### config.mk
export PLATFORM = sky130hd
export DESIGN_NAME = ptw_walker
export DESIGN_NICKNAME = d
export VERILOG_FILES = /design/src/rtl/ptw_walker.sv
export SDC_FILE = /design/constraint.sdc
export NUM_CORES = 1
export LEC_CHECK = 0
export CAP_MARGIN = 20
export CORE_ASPECT_RATIO = 0.9
export CORE_MARGIN = 2
export CORE_UTILIZATION = 50
export CTS_CLUSTER_DIAMETER = 60
export DETAILED_ROUTE_END_ITERATION = 10
export PLACE_DENSITY = 0.91
export SLEW_MARGIN = 20
export SYNTH_ARGS = -nofsm -noshare
export SYNTH_HDL_FRONTEND = slang
export SYNTH_SLANG_ARGS = --single-unit
### constraint.sdc
create_clock -name clk -period 4.4 [get_ports clk]
set_input_delay 0.88 -clock clk [delete_from_list [all_inputs] [get_ports clk]]
set_output_delay 0.88 -clock clk [all_outputs]
set_load 0.02 [all_outputs]
### src/rtl/ptw_walker.sv
module ptw_walker #(
  parameter int CTX_W = 8
) (
  input  logic             clk,
  input  logic             rst_n,
  input  logic             start,
  input  logic [31:0]      vaddr,
  input  logic [29:0]      ctx_tbl_ptr,
  input  logic [CTX_W-1:0] ctx_num,
  output logic             busy,
  output logic             mem_req,
  output logic [31:0]      mem_addr,
  input  logic             mem_ack,
  input  logic             mem_err,
  input  logic [31:0]      mem_rdata,
  output logic             done,
  output logic [2:0]       fault,
  output logic [1:0]       fault_lvl,
  output logic [1:0]       leaf_lvl,
  output logic [31:0]      leaf_pte,
  output logic [31:0]      paddr
);
  localparam logic [1:0] TY_INV = 2'b00;
  localparam logic [1:0] TY_PTR = 2'b01;
  localparam logic [1:0] TY_LEAF = 2'b10;
  localparam logic [2:0] F_OK  = 3'b000;
  localparam logic [2:0] F_INV = 3'b001;
  localparam logic [2:0] F_PTR = 3'b100;
  localparam logic [2:0] F_BUS = 3'b101;
  localparam logic [2:0] F_RSV = 3'b110;

  logic        busy_q, done_q;
  logic [1:0]  step_q;
  logic [31:0] va_q, addr_q;
  logic [2:0]  fault_q;
  logic [1:0]  flvl_q, llvl_q;
  logic [31:0] pte_q, pa_q;

  logic [7:0]  idx;
  logic [31:0] ctx_addr, ptr_addr, merged;
  logic        finish, descend;
  logic [2:0]  fcode;

  assign busy      = busy_q;
  assign mem_req   = busy_q;
  assign mem_addr  = addr_q;
  assign done      = done_q;
  assign fault     = fault_q;
  assign fault_lvl = flvl_q;
  assign leaf_lvl  = llvl_q;
  assign leaf_pte  = pte_q;
  assign paddr     = pa_q;

  assign ctx_addr = 32'({ctx_tbl_ptr, 4'b0000}) + 32'({ctx_num, 2'b00});
  assign ptr_addr = {mem_rdata[29:2], 4'b0000} + {22'd0, idx, 2'b00};

  always_comb begin
    case (step_q)
      2'd0:    idx = va_q[31:24];
      2'd1:    idx = {2'b00, va_q[23:18]};
      default: idx = {2'b00, va_q[17:12]};
    endcase
  end

  always_comb begin
    case (step_q)
      2'd0:    merged = va_q;
      2'd1:    merged = {mem_rdata[27:20], va_q[23:0]};
      2'd2:    merged = {mem_rdata[27:14], va_q[17:0]};
      default: merged = {mem_rdata[27:8], va_q[11:0]};
    endcase
  end

  always_comb begin
    finish  = 1'b0;
    descend = 1'b0;
    fcode   = F_OK;
    if (busy_q && mem_ack) begin
      if (mem_err) begin
        finish = 1'b1;
        fcode  = F_BUS;
      end else begin
        case (mem_rdata[1:0])
          TY_LEAF: finish = 1'b1;
          TY_PTR: begin
            if (step_q == 2'd3) begin
              finish = 1'b1;
              fcode  = F_PTR;
            end else begin
              descend = 1'b1;
            end
          end
          TY_INV: begin
            finish = 1'b1;
            fcode  = F_INV;
          end
          default: begin
            finish = 1'b1;
            fcode  = F_RSV;
          end
        endcase
      end
    end
  end

  always_ff @(posedge clk) begin
    if (!rst_n) begin
      busy_q  <= 1'b0;
      done_q  <= 1'b0;
      step_q  <= 2'd0;
      va_q    <= '0;
      addr_q  <= '0;
      fault_q <= F_OK;
      flvl_q  <= 2'd0;
      llvl_q  <= 2'd0;
      pte_q   <= '0;
      pa_q    <= '0;
    end else begin
      done_q <= 1'b0;
      if (!busy_q) begin
        if (start) begin
          busy_q <= 1'b1;
          step_q <= 2'd0;
          va_q   <= vaddr;
          addr_q <= ctx_addr;
        end
      end else if (finish) begin
        busy_q  <= 1'b0;
        done_q  <= 1'b1;
        fault_q <= fcode;
        flvl_q  <= step_q;
        llvl_q  <= ~step_q;
        pte_q   <= (fcode == F_OK) ? mem_rdata : 32'd0;
        pa_q    <= (fcode == F_OK) ? merged : 32'd0;
      end else if (descend) begin
        step_q <= step_q + 2'd1;
        addr_q <= ptr_addr;
      end
    end
  end
endmodule

==> results.sh <==
export IMPL_root_buffer="clkbuf_16"
export IMPL_worstPathArrival_ns=3.92
export IMPL_fin_crit_ns=3.61
export IMPL_worst_path_largest_cell_delay_ns=0.50
export IMPL_synth_top_area_cell="dfxtp_1"
export IMPL_synth_distinct_cells=64
export IMPL_p_int_mw=2.47
export IMPL_min_period_over_period_pct=82.0
export IMPL_clock_path_buffers=2
export IMPL_post_cts_setup_buffer_count=0
export IMPL_layout_common_cells="clkdlybuf4s50_1, dfxtp_1, nand2_1"
export IMPL_drc=0
export IMPL_synth_ff_type="dfxtp_1"
export IMPL_tns_ns=0
export IMPL_ys_ff_latch=137
export IMPL_dpl_cell_area_sq_um=8640
export IMPL_antenna_found_initial=0
export IMPL_syn_area_sq_um=6450
export IMPL_status="completed"
export IMPL_crit_family="simple AND/OR/NAND/NOR gates"
export IMPL_path_depth=13
export IMPL_clock_sinks=137
export IMPL_synth_area_leaders="dfxtp_1, nand2_1, a22o_1"
export IMPL_pwr_share_clk_pct=43.7
export IMPL_postRouteAntennaNets=0
export IMPL_tightest_slew_ns=1.05
export IMPL_path_buf_inv=1
export IMPL_antennaDiodeCount=0
export IMPL_areaGrowthSynthToFinish_pct=43.4
export IMPL_power_frac_seq_pct=39.5
export IMPL_async_flop_share_pct=0
export IMPL_synth_top_area_share_pct=42.5
export IMPL_hpwlAfterDp_um=14800
export IMPL_numCtsBuffers=17
export IMPL_hold_viol=0
export IMPL_reg2reg_depth=13
export IMPL_post_cts_resized=0
export IMPL_cts_hold_buf=0
export IMPL_gp_congestion=0.930
export IMPL_p_leak_nw=3.40
export IMPL_cp_end_kind="register"
export IMPL_max_freq_ghz=0.277
export IMPL_placement_io_buffers=208
export IMPL_cts_tree="yes"
export IMPL_clk_pin_slew_worst_paths_ns=0.06
export IMPL_slew_headroom_pct=29.9
export IMPL_avgSynthCellArea_sq_um=8.57
export IMPL_io_pins=213
export IMPL_ys_warn_count=0
export IMPL_hold_ws_ns=0.451
export IMPL_synth_seq_area_share_pct=42.5
export IMPL_die_w_um=124
export IMPL_die_area_sq_um=13800
export IMPL_crit_chain="inv_1 > ha_1 > nor2_1 > nand2_1 > nand2_1 > ha_1 > fa_1 > a21o_1 > a221o_1 > nand2_2 > or4_1 > and4_1 > a2111oi_2"
export IMPL_grt_pass1_vias=6366
export IMPL_crit_type="register to register"
export IMPL_holdPathStages=2
export IMPL_mostFrequentLayoutCell="clkdlybuf4s50_1"
export IMPL_clk_latency_ns=0.42
export IMPL_critPathSlowestCell="dfxtp_1"
export IMPL_clock_skew_ns=0.00940
export IMPL_max_cap_violations=0
export IMPL_p_sw_share_pct=27.2
export IMPL_placedCellCount=1088
export IMPL_cp_required_ns=4.71
export IMPL_grt_pass1_wl_um=31900
export IMPL_core_rowCount=39
export IMPL_vias=6583
export IMPL_design_area_sq_um=9260
export IMPL_dr_pass1_iters=5
export IMPL_post_layout_nonfiller_instances=1120
export IMPL_layout_drive_gt1_share_pct=5.96
export IMPL_netSwitchingPower_mw=0.925
export IMPL_grt_overflow_total=0
export IMPL_slew_viol_final=0
export IMPL_vias_per_cell=5.88
export IMPL_nets=1068
export IMPL_ir_drop_mv=0.272
export IMPL_wl_per_cell_um=18.5
export IMPL_fillers=951
export IMPL_drtIter0Drc=531
export IMPL_h_tree_depth=4
export IMPL_combPwrFrac_pct=16.9
export IMPL_die_h_um=112
export IMPL_hp_class="register to register"
export IMPL_finalSetupViolations=0
export IMPL_core_area_sq_um=12600
export IMPL_synth_cells=753
export IMPL_synth_edff_count=0
export IMPL_start_kind="register"
export IMPL_rsz0062_at_grt="false"
export IMPL_wirelength_um=20700
export IMPL_start_util_pct=51.1
export IMPL_grt_max_degree=60
export IMPL_cp_max_fo=11
export IMPL_power_density_nw_per_um2=367
export IMPL_grt_total_usage_pct=30.0
metal layers:
layer	GRT usage (%)	share of wire, %
met1	37.2	40
met2	48.2	46
met3	9.22	10
met4	12.5	3.1
met5	0	0
path summary, 6_finish.rpt:
check	from	end	slack (ns)
setup / recovery	step_q[0]	mem_addr[20]	0.79
hold / removal	leaf_pte[1]	leaf_pte[1]	0.45
setup reg to reg	step_q[0]	mem_addr[20]	0.79
hold reg to reg	leaf_pte[1]	leaf_pte[1]	0.45
per-stage QoR:
stage          setup slack, ns  total power, mW  utilization [%]
4_1_cts                  0.864             3.40             73.2
5_1_grt                  0.638             3.51             73.2
3_5_place_dp             0.736             1.93             68.4
3_3_place_gp             0.839             1.92             68.4
6_report                 0.791             3.40             73.2
2_1_floorplan             1.42             1.65                -
power by group through the flow:
stage,registers [mW],logic [mW],clock network (mW)
floorplan,1.41,0.237,0
CTS,1.34,0.570,1.49
global placement,1.36,0.554,0
finish,1.34,0.573,1.48
global route,1.35,0.614,1.55
detailed placement,1.37,0.565,0
registers in the layout, indices dropped and copies added (netlist names):
signal and cells:
va_q 32, busy 1, paddr 32, leaf_lvl 2
done 1, leaf_pte 32, mem_addr 30, fault_lvl 2
fault 3, step_q 2
cell usage after synthesis, drive strengths merged, types with 2 or more instances:
library cell  count
and4              7
nor4              3
a22o             38
nor2b             2
a21boi            2
dfxtp           137
buf              19
mux2i             5
nand2b            3
a21oi            57
nor3             13
nand2           129
nand3            33
nand4             7
o21a              4
o2111ai           3
nor3b             2
o221ai            5
inv              12
and2             10
o21ai            41
or4               4
fa                2
a22oi            24
a32oi             3
a21o              7
xnor2            33
a2111oi           4
xor2             13
a31oi             2
o31ai             3
ha               16
o211ai            7
a221oi            3
and3              7
nor2             37
nor4b             2
clkbuf           30
a211oi            9
nand3b            2
worst reg2reg max path: cells and delay by family, from the launching register on:
family	cells	cell delay (ns)
compound gates	3	0.81
fa+ha+maj	3	0.73
buf+inv	1	0.12
flops	1	0.50
simple gates	6	1.34
kinds of logic after synthesis:
family	Yosys count	share of synthesized area, %
xor gates and xnor gates	46	6.24
other	1	0.0581
and+or+nand+nor	265	19.5
AOI/OAI and AO/OA	219	23.1
DFF	137	42.5
buffers and inverters	62	4.09
muxes	5	0.775
adders and majority gates	18	3.72
area by class of cell:
| type | count | area, sq um | share of cell area (%) |
|---|---|---|---|
| clock buffer | 18 | 429 | 4.64 |
| clock inverter | 14 | 186 | 2.01 |
| inverter | 13 | 48.8 | 0.527 |
| multi-input combinational | 555 | 3470 | 37.5 |
| sequential | 137 | 2740 | 29.6 |
| tap | 164 | 205 | 2.22 |
| timing repair buffer | 219 | 2180 | 23.5 |
(Power assumes the default switching activity.)
